<file path="src/rtl/gpio_pkg.sv">
package gpio_pkg;

    localparam int ADDR_W = 3;

    localparam logic [ADDR_W-1:0] A_DIR   = 3'd0;
    localparam logic [ADDR_W-1:0] A_DOUT  = 3'd1;
    localparam logic [ADDR_W-1:0] A_DIN   = 3'd2;
    localparam logic [ADDR_W-1:0] A_IEN   = 3'd3;
    localparam logic [ADDR_W-1:0] A_ITLO  = 3'd4;
    localparam logic [ADDR_W-1:0] A_ITHI  = 3'd5;
    localparam logic [ADDR_W-1:0] A_ISTAT = 3'd6;
    localparam logic [ADDR_W-1:0] A_CKCFG = 3'd7;

    // field positions inside the clock configuration register
    localparam int CK_EN_BIT = 0;
    localparam int CK_HI_LSB = 4;
    localparam int CK_LO_LSB = 8;

    typedef enum logic [1:0] {
        CK_OFF  = 2'd0,
        CK_HIGH = 2'd1,
        CK_LOW  = 2'd2
    } ck_state_e;

    typedef enum logic [1:0] {
        IT_LVL_HI = 2'b00,
        IT_LVL_LO = 2'b01,
        IT_RISE   = 2'b10,
        IT_FALL   = 2'b11
    } irq_type_e;

endpackage

</file>
<file path="src/rtl/gpio_sync.sv">
module gpio_sync #(
    parameter int W      = 16,
    parameter int STAGES = 2
) (
    input  logic         clk,
    input  logic         rst_n,
    input  logic [W-1:0] d,
    output logic [W-1:0] q
);

    logic [STAGES-1:0][W-1:0] chain;

    always_ff @(posedge clk or negedge rst_n) begin
        if (!rst_n) begin
            chain <= '0;
        end else begin
            chain[0] <= d;
            for (int s = 1; s < STAGES; s++) begin
                chain[s] <= chain[s-1];
            end
        end
    end

    assign q = chain[STAGES-1];

endmodule

</file>
<file path="src/rtl/gpio_irq_unit.sv">
module gpio_irq_unit
    import gpio_pkg::*;
#(
    parameter int NIRQ = 13
) (
    input  logic              clk,
    input  logic              rst_n,
    input  logic [NIRQ-1:0]   pin_s,
    input  logic [NIRQ-1:0]   ien,
    input  logic [2*NIRQ-1:0] itype,
    input  logic [NIRQ-1:0]   clr,
    output logic [NIRQ-1:0]   stat
);

    logic [NIRQ-1:0] prev_q;

    always_ff @(posedge clk or negedge rst_n) begin
        if (!rst_n) begin
            prev_q <= '0;
        end else begin
            prev_q <= pin_s;
        end
    end

    for (genvar i = 0; i < NIRQ; i++) begin : g_pin
        irq_type_e ty;
        logic      hit;
        logic      st_q;

        assign ty = irq_type_e'(itype[2*i +: 2]);

        always_comb begin
            unique case (ty)
                IT_LVL_HI: hit = pin_s[i];
                IT_LVL_LO: hit = !pin_s[i];
                IT_RISE:   hit = pin_s[i] && !prev_q[i];
                IT_FALL:   hit = !pin_s[i] && prev_q[i];
                default:   hit = 1'b0;
            endcase
        end

        always_ff @(posedge clk or negedge rst_n) begin
            if (!rst_n) begin
                st_q <= 1'b0;
            end else if (ty == IT_RISE || ty == IT_FALL) begin
                st_q <= (ien[i] && hit) || (st_q && !clr[i]);
            end else begin
                st_q <= ien[i] && hit;
            end
        end

        assign stat[i] = st_q;
    end

endmodule

</file>
<file path="src/rtl/gpio_clkgen.sv">
module gpio_clkgen
    import gpio_pkg::*;
#(
    parameter int CNT_W = 4
) (
    input  logic             clk,
    input  logic             rst_n,
    input  logic             en,
    input  logic [CNT_W-1:0] hi_cfg,
    input  logic [CNT_W-1:0] lo_cfg,
    output logic             active,
    output logic             level,
    output logic [CNT_W-1:0] hi_lat,
    output logic [CNT_W-1:0] lo_lat
);

    ck_state_e        state_q, state_d;
    logic [CNT_W-1:0] cnt_q;
    logic [CNT_W-1:0] hi_q, lo_q;
    logic             period_start;

    // next-state logic
    always_comb begin
        state_d = state_q;
        unique case (state_q)
            CK_OFF:  if (en) state_d = CK_HIGH;
            CK_HIGH: if (cnt_q == hi_q) state_d = CK_LOW;
            CK_LOW:  if (cnt_q == lo_q) state_d = en ? CK_HIGH : CK_OFF;
            default: state_d = CK_OFF;
        endcase
    end

    assign period_start = (state_d == CK_HIGH) && (state_q != CK_HIGH);

    // state register
    always_ff @(posedge clk or negedge rst_n) begin
        if (!rst_n) begin
            state_q <= CK_OFF;
        end else begin
            state_q <= state_d;
        end
    end

    // phase counter and per-period capture of the phase lengths
    always_ff @(posedge clk or negedge rst_n) begin
        if (!rst_n) begin
            cnt_q <= '0;
            hi_q  <= '0;
            lo_q  <= '0;
        end else begin
            if (state_d == CK_OFF || state_d != state_q) begin
                cnt_q <= '0;
            end else begin
                cnt_q <= cnt_q + 1'b1;
            end
            if (period_start) begin
                hi_q <= hi_cfg;
                lo_q <= lo_cfg;
            end
        end
    end

    // outputs
    always_comb begin
        active = 1'b0;
        level  = 1'b0;
        unique case (state_q)
            CK_OFF:  ;
            CK_HIGH: begin active = 1'b1; level = 1'b1; end
            CK_LOW:  active = 1'b1;
            default: ;
        endcase
    end

    assign hi_lat = hi_q;
    assign lo_lat = lo_q;

endmodule

</file>
<file path="src/rtl/gpio_clkout_ctrl.sv">
module gpio_clkout_ctrl
    import gpio_pkg::*;
#(
    parameter int NPINS   = 16,
    parameter int NIRQ    = 13,
    parameter int CLK_PIN = 14,
    parameter int CNT_W   = 4,
    parameter int SYNC_N  = 2
) (
    input  logic              clk,
    input  logic              rst_n,
    input  logic              reg_we,
    input  logic [ADDR_W-1:0] reg_addr,
    input  logic [NPINS-1:0]  reg_wdata,
    output logic [NPINS-1:0]  reg_rdata,
    input  logic [NPINS-1:0]  gpio_in,
    output logic [NPINS-1:0]  gpio_out,
    output logic [NPINS-1:0]  gpio_oe,
    output logic              irq
);

    localparam int ITW = 2 * NIRQ;
    localparam int PADW = 2 * NPINS;

    logic [NPINS-1:0] dir_q, dout_q, pin_s;
    logic [NIRQ-1:0]  ien_q, stat, clr;
    logic [ITW-1:0]   itype_q;
    logic [PADW-1:0]  itype_pad, itype_nxt;
    logic             ck_en_q;
    logic [CNT_W-1:0] ck_hi_q, ck_lo_q, hi_lat, lo_lat;
    logic             ck_active, ck_level;

    gpio_sync #(.W(NPINS), .STAGES(SYNC_N)) u_sync (
        .clk   (clk),
        .rst_n (rst_n),
        .d     (gpio_in),
        .q     (pin_s)
    );

    assign clr = (reg_we && reg_addr == A_ISTAT) ? reg_wdata[NIRQ-1:0] : '0;

    gpio_irq_unit #(.NIRQ(NIRQ)) u_irq (
        .clk   (clk),
        .rst_n (rst_n),
        .pin_s (pin_s[NIRQ-1:0]),
        .ien   (ien_q),
        .itype (itype_q),
        .clr   (clr),
        .stat  (stat)
    );

    gpio_clkgen #(.CNT_W(CNT_W)) u_ck (
        .clk    (clk),
        .rst_n  (rst_n),
        .en     (ck_en_q),
        .hi_cfg (ck_hi_q),
        .lo_cfg (ck_lo_q),
        .active (ck_active),
        .level  (ck_level),
        .hi_lat (hi_lat),
        .lo_lat (lo_lat)
    );

    // type fields live in two registers; pad to two full words
    assign itype_pad = PADW'(itype_q);

    always_comb begin
        itype_nxt = itype_pad;
        if (reg_we && reg_addr == A_ITLO) itype_nxt[NPINS-1:0]     = reg_wdata;
        if (reg_we && reg_addr == A_ITHI) itype_nxt[PADW-1:NPINS]  = reg_wdata;
    end

    always_ff @(posedge clk or negedge rst_n) begin
        if (!rst_n) begin
            dir_q   <= '0;
            dout_q  <= '0;
            ien_q   <= '0;
            itype_q <= '0;
            ck_en_q <= 1'b0;
            ck_hi_q <= '0;
            ck_lo_q <= '0;
        end else if (reg_we) begin
            unique case (reg_addr)
                A_DIR:   dir_q  <= reg_wdata;
                A_DOUT:  dout_q <= reg_wdata;
                A_DIN:   ;
                A_IEN:   ien_q  <= reg_wdata[NIRQ-1:0];
                A_ITLO,
                A_ITHI:  itype_q <= itype_nxt[ITW-1:0];
                A_ISTAT: ;
                A_CKCFG: begin
                    ck_en_q <= reg_wdata[CK_EN_BIT];
                    ck_hi_q <= reg_wdata[CK_HI_LSB +: CNT_W];
                    ck_lo_q <= reg_wdata[CK_LO_LSB +: CNT_W];
                end
                default: ;
            endcase
        end
    end

    always_comb begin
        reg_rdata = '0;
        unique case (reg_addr)
            A_DIR:   reg_rdata = dir_q;
            A_DOUT:  reg_rdata = dout_q;
            A_DIN:   reg_rdata = pin_s;
            A_IEN:   reg_rdata = NPINS'(ien_q);
            A_ITLO:  reg_rdata = itype_pad[NPINS-1:0];
            A_ITHI:  reg_rdata = itype_pad[PADW-1:NPINS];
            A_ISTAT: reg_rdata = NPINS'(stat);
            A_CKCFG: begin
                reg_rdata[CK_EN_BIT]           = ck_en_q;
                reg_rdata[CK_HI_LSB +: CNT_W]  = ck_hi_q;
                reg_rdata[CK_LO_LSB +: CNT_W]  = ck_lo_q;
            end
            default: ;
        endcase
    end

    always_comb begin
        gpio_oe  = dir_q;
        gpio_out = dout_q;
        if (ck_active) begin
            gpio_oe[CLK_PIN]  = 1'b1;
            gpio_out[CLK_PIN] = ck_level;
        end
    end

    assign irq = |(stat & ien_q);

endmodule

</file>
<file path="config.mk">
export PLATFORM = sky130hd
export DESIGN_NAME = gpio_clkout_ctrl
export DESIGN_NICKNAME = d
export VERILOG_FILES = /design/src/rtl/gpio_pkg.sv /design/src/rtl/gpio_sync.sv /design/src/rtl/gpio_irq_unit.sv /design/src/rtl/gpio_clkgen.sv /design/src/rtl/gpio_clkout_ctrl.sv
export SDC_FILE = /design/constraint.sdc
export NUM_CORES = 1
export LEC_CHECK = 0
export BUFFER_PORTS_ARGS = -buffer_cell sky130_fd_sc_hd__buf_2
export CORE_MARGIN = 2
export CORE_UTILIZATION = 45
export CTS_CLUSTER_SIZE = 12
export DETAILED_ROUTE_END_ITERATION = 8
export PLACE_DENSITY = 0.74
export SLEW_MARGIN = 25
export SYNTH_ARGS = -nofsm -noshare
export SYNTH_HDL_FRONTEND = slang
export SYNTH_SLANG_ARGS = --single-unit
export TNS_END_PERCENT = 50
</file>
<file path="constraint.sdc">
create_clock -name clk -period 3.45 [get_ports clk]
set_input_delay 0 -clock clk [delete_from_list [all_inputs] [get_ports clk]]
set_output_delay 0 -clock clk [all_outputs]
set_load 0.01 [all_outputs]
</file>
==> flow_summary.toml, run 1 <==
[status]
outcome = "finished clean"

[setup_path]
path_buf_inv = 1
r2r-start = "u_ck.state_q[1]"
end_kind = "register"
crit_fanout = 8
path_cells = "inv_1 -> ha_1 -> a22oi_1 -> mux2i_1 -> o21ai_2 -> mux2_2"
critPathTopFamily = "compound AO/OA/AOI/OAI gates"
critPathKind = "reg -> reg"
slowest_delay_ps = 460
cp.required_ps = 3750
r2r_setup_slack_ps = 1230
crit_path_start_kind = "register"
cp_slowest_cell = "dfrtp_1"
reg2reg_to = "u_ck.hi_lat[2]"
critical_path_arrival_ps = 2530
reg2regPathDepth = 6

[finish]
diodes = 0
final_cells = 867
layout_common_cells = "dfrtp_1 (152), mux2_2 (93), buf_2 (85)"
drive_gt1_share_pct = 35.2
area_growth_pct = 19.2
final_common_cell = "dfrtp_1"
final_nets = 709

[floorplanning]
ioPinCount = 87
fp.dieW_um = 129
fp.coreArea_um2 = 15200
die_y_um = 129
die_area_um2 = 16600
rows = 45
start_util_pct = 46.0

[logic_synthesis]
ys_async_sr_fraction_pct = 100
synth.yosys.seq_area_share_pct = 54.4
netlist_area_um2 = 6990
yosys_register_bits = 152
synth_cell_types = 51
syn_area_per_cell_um2 = 12.2
synth_warnings = 0
netlist_instances = 572
synth_edf_count = 0
synthFlopType = "dfrtp_1"
syn_nets = 615

[cts]
cts_htree_levels = 4
tritoncts = "built"
insertion_delay_ps = 430
numCtsBuffers = 17
cts_root_buffer = "clkbuf_16"
clkSlewWorstSetupHoldPaths_ps = 60
clock_path_buffers = 2
cts_sinks = 152

[placement]
dp_hpwl_um = 11500
portBuffers = 86
gp_congestion = 0.830
dp_cells = 802

[sta]
slew_headroom_pct = 30.5
min_period_ps = 2220
finalSetupTns_ps = 0
min_period_over_period_pct = 64.4
fin_skew_ps = 8.71
hold_viol_final = 0
slew_viol_final = 0
grt_setup_unrepaired = "no"
tightest_slew_ps = 1040
finalSetupViolCount = 0
fmax_ghz = 0.450

[detailed_routing]
drc = 0
drt-initial-drc-count = 363
wl_per_cell_um = 19.8
num_vias = 4969
avgViaCountPerCell = 5.73
ant_nets = 0
drt_wl_total_um = 17100
drt-pass1-iter-count = 5

[worst_hold_path]
hold_end = "itype_q[10]"
hp-start = "reg_we"
hold_path_class = "in -> reg"
hold_depth = 4

[grt]
track_usage_pct = 22.0
grt_pass1_wl_um = 27400
overflow = 0
antenna_found_initial = 0
grt_pass1_vias = 5083
grt_max_degree = 92

[pwr]
swShare_pct = 31.5
p_comb_share_pct = 25.5
p_leak_uw = 0.00373
clkPwrFrac_pct = 31.2
internal_power_uw = 3970
power_density_nw_per_um2 = 695
p_seq_share_pct = 43.3
power_switching_uw = 1830
peakVddDrop_mv = 0.367

[flow_run]
drv_cap = 0
-- stage by stage --
step	util [%]	worst slack, ps	hold slack, ps	cell area, µm²	total power [µW]
CTS	54.9	1230	92.9	8340	5820
global placement	48.9	1400	108	7430	3870
finish	54.9	1230	129	8340	5790
global route	54.9	1070	161	8340	6100
floorplan	-	1590	-296	6990	3530
detailed placement	48.9	1250	110	7430	3970
-- worst reg2reg max path: cells and delay by family, from the launching register on --
| kind | cells | cell delay (ps) |
|---|---|---|
| fa+ha+maj | 1 | 260 |
| compound gates | 2 | 670 |
| mux | 2 | 580 |
| buf+inv | 1 | 130 |
| flops | 1 | 460 |
-- worst max-delay path by stage --
stage / startpoint / to / slack [ps] / depth (start not counted)
2_1_floorplan: u_ck.state_q[0] / u_ck.hi_lat[0] / 1590 / 6
3_3_place_gp: reg_addr[2] / itype_q[9] / 1400 / 5
3_5_place_dp: u_ck.state_q[0] / u_ck.lo_lat[1] / 1250 / 6
4_1_cts: u_ck.state_q[0] / u_ck.hi_lat[2] / 1230 / 6
5_1_grt: u_ck.state_q[0] / u_ck.hi_lat[2] / 1070 / 6
6_report: u_ck.state_q[1] / u_ck.hi_lat[2] / 1230 / 6
-- final cells by class --
class | instances | area, µm²
timing repair buffer | 127 | 852
clock buffer | 18 | 429
inverter | 18 | 67.6
tap | 188 | 235
fill | 1217 | 6860
sequential | 152 | 3800
clock inverter | 14 | 148
multi-input combinational | 350 | 2800
-- synthesized netlist by cell type (2+ instances only) --
master    number  share of area [%]
nor3_1         3               0.21
a21oi_1       30                2.1
nand4_1        2               0.18
and3_1         2               0.18
buf_2         11               0.79
ha_1           5               0.89
mux2i_1        8                1.1
o21ai_0       26                1.9
xor2_1        17                2.1
or3_1          2               0.18
nor2b_1        6               0.54
buf_1          4               0.21
dfrtp_1      152                 54
o22ai_1        3               0.27
a211oi_1       2               0.21
clkbuf_1       4               0.21
mux4_2        12                3.9
a32o_1         8                1.1
nand2_1       55                3.0
a22oi_1        3               0.32
a221oi_1       3               0.38
mux2_2        93                 15
nor2_1        23                1.2
xnor2_1        5               0.63
buf_4         33                3.5
nand3_1       16                1.1
inv_1         18               0.97
a22o_1         3               0.38
-- power groups by stage --
stage / Combinational (µW) / Sequential (µW) / Clock, µW
after floorplan: 1140 / 2390 / 0
after detailed placement: 1440 / 2530 / 0
after global placement: 1370 / 2500 / 0
final: 1480 / 2510 / 1810
after CTS: 1480 / 2500 / 1840
after global routing: 1620 / 2560 / 1930
-- registers in the layout, indices dropped and copies added, names as in the netlist, 13 cells and up --
register          cells
u_sync.chain         16
dir_q                16
u_sync.q             16
ien_q                13
u_irq.g_pin.st_q     13
itype_q              26
dout_q               16
u_irq.prev_q         13
-- kinds of logic after synthesis --
family                     share of synthesized area [%]
DFF                                                 54.4
xor gates and xnor gates                            2.75
AOI/OAI and AO/OA                                   8.44
and+or+nand+nor                                     7.82
adders and majority gates                          0.894
buffers and inverters                               5.72
muxes                                               20.0
-- per-layer routing --
layer | global-route usage (%) | share of wire [%] | up-vias
met3 | 5.45 | 7.6 | 43
met2 | 34.5 | 50 | 234
met4 | 9.78 | 2.9 | 0
li1 | - | - | 2196
met1 | 29.1 | 40 | 2496
met5 | 0 | 0 | -
-- timing repair --
action | in CTS | in global routing
resized for setup | 0 | 0
hold buffers | 33 | 0
buffers inserted | 0 | 0
endpoints found under the hold margin | 199 | 0
No activity file was read; power rests on OpenSTA's default activity.
==> inputs of run 2 (changes only) <==
Clock period 3.45 ns to 2.1 ns, I/O delays scaled along.
==> flow_summary.toml, run 2 (synthesis results as in run 1) <==
[status]
outcome = "finished clean"

[detailed_routing]
avgViaCountPerCell = 5.71
drt_wl_total_um = 17200
ant_nets = 0
drt-pass1-iter-count = 5
drt-initial-drc-count = 395
wl_per_cell_um = 19.4
drc = 0
num_vias = 5047

[cts]
clock_path_buffers = 2
cts_htree_levels = 4
insertion_delay_ps = 430
cts_sinks = 152
cts_root_buffer = "clkbuf_16"
tritoncts = "built"
numCtsBuffers = 17
clkSlewWorstSetupHoldPaths_ps = 60

[pwr]
p_leak_uw = 0.00386
clkPwrFrac_pct = 33.0
power_switching_uw = 2990
peakVddDrop_mv = 0.722
swShare_pct = 29.8
internal_power_uw = 7030
p_comb_share_pct = 25.9
power_density_nw_per_um2 = 1170
p_seq_share_pct = 41.1

[sta]
min_period_over_period_pct = 95.8
fin_skew_ps = 14.9
hold_viol_final = 0
fmax_ghz = 0.497
grt_setup_unrepaired = "no"
finalSetupViolCount = 0
slew_viol_final = 0
slew_headroom_pct = 60.8
min_period_ps = 2010
tightest_slew_ps = 587
finalWorstSetupSlack_ps = 89.2

[setup_path]
crit_path_start_kind = "register"
startpoint = "u_ck.state_q[1]"
reg2reg_to = "u_ck.hi_lat[0]"
reg2regPathDepth = 8
critical_path_arrival_ps = 2320
r2r_setup_slack_ps = 90
crit_fanout = 8
crit_end = "u_ck.hi_lat[0]"
end_kind = "register"
r2r-start = "u_ck.state_q[1]"
critPathKind = "reg -> reg"
cp.required_ps = 2410

[floorplanning]
rows = 45
fp.dieW_um = 129
fp.coreArea_um2 = 15200
die_area_um2 = 16600
die_y_um = 129
start_util_pct = 46.0
ioPinCount = 87

[finish]
max_flop_register = "itype_q"
final_common_cell = "dfrtp_1"
final_nets = 725
drive_gt1_share_pct = 37.3
fin_area_um2 = 8580
layout_common_cells = "dfrtp_1 (149), mux2_2 (93), buf_2 (85)"
area_growth_pct = 22.6
largest_reg_flops = 26

[grt]
grt_pass1_vias = 5133
grt_max_degree = 64
overflow = 0
antenna_found_initial = 2
track_usage_pct = 22.0
grt_pass1_wl_um = 27500

[worst_hold_path]
hold_path_class = "in -> reg"

[placement]
gp_congestion = 0.865
portBuffers = 86
place_ws_ps = -37.1
dpl_cell_area_um2 = 7560
dp_hpwl_um = 11800

[flow_run]
drv_cap = 0
## run 2: changes by cell type in the layout (fill, tap and decap cells not counted), sizes merged
| cell | change |
|---|---|
| buf | +16 |
| clkbuf | +7 |
| inv | -3 |
| clkinv | -2 |
| bufinv | +2 |
| clkinvlp | -4 |
| diode | +1 |
## run 2: power groups by stage
stage,clock network (µW),logic [µW],registers (µW)
floorplan,0,1870,3930
global placement,0,2260,4090
detailed placement,0,2380,4140
CTS,3360,2530,4100
global route,3480,2830,4190
finish,3310,2600,4120
## run 2: routing by layer
layer	track usage, %	share of wire, %	up-vias
li1	-	-	2233
met1	29.3	43	2583
met2	34.9	49	201
met3	5.41	5.8	28
met4	8.70	1.8	2
met5	0	0.064	-
## run 2: repair_timing
action	4_1_cts	5_1_grt
endpoints found under the hold margin	168	0
gates resized for setup	0	7
cloned	0	0
setup endpoints to repair	8	13
pin swaps	1	0
buffers inserted	1	0
hold buffers	33	0
## run 2: layout make-up
class / instances / area [µm²]
Fill cell: 1234 / 6630
Sequential cell: 152 / 3810
Multi-Input combinational cell: 350 / 2820
Timing Repair Buffer: 143 / 997
Clock buffer: 25 / 505
Tap cell: 188 / 235
Clock inverter: 7 / 138
Inverter: 18 / 67.6
Antenna cell: 1 / 2.50
## run 2: worst min-delay path by stage
stage / end / slack (ps) / from / depth (start not counted)
2_1_floorplan: ck_en_q / -300 / rst_n / 0
4_1_cts: ck_lo_q[2] / 50 / reg_we / 3
6_report: ck_lo_q[2] / 70 / reg_we / 3
5_1_grt: ck_lo_q[2] / 110 / reg_we / 3
3_5_place_dp: u_sync.chain[3] / 20 / rst_n / 1
3_3_place_gp: u_sync.chain[12] / 20 / rst_n / 1
## run 2: critical path, stage by stage, from the launching register on
cell      delay (ps)
dfrtp_2          420
inv_1            110
ha_1             260
inv_1            140
nand2_1           80
a311oi_1         330
o21ai_2          130
buf_12           160
mux2_2           280
## run 2: stage by stage
stage	utilization (%)	setup TNS, ps	hold slack [ps]	power, µW	instances
after floorplan	-	0	-296	5800	572
after global placement	49.7	0	16.5	6360	817
after detailed placement	49.7	-237	23.2	6520	817
after CTS	56.2	0	53.9	9990	883
after global routing	56.4	0	110	10500	883
final	56.4	0	70.1	10000	884
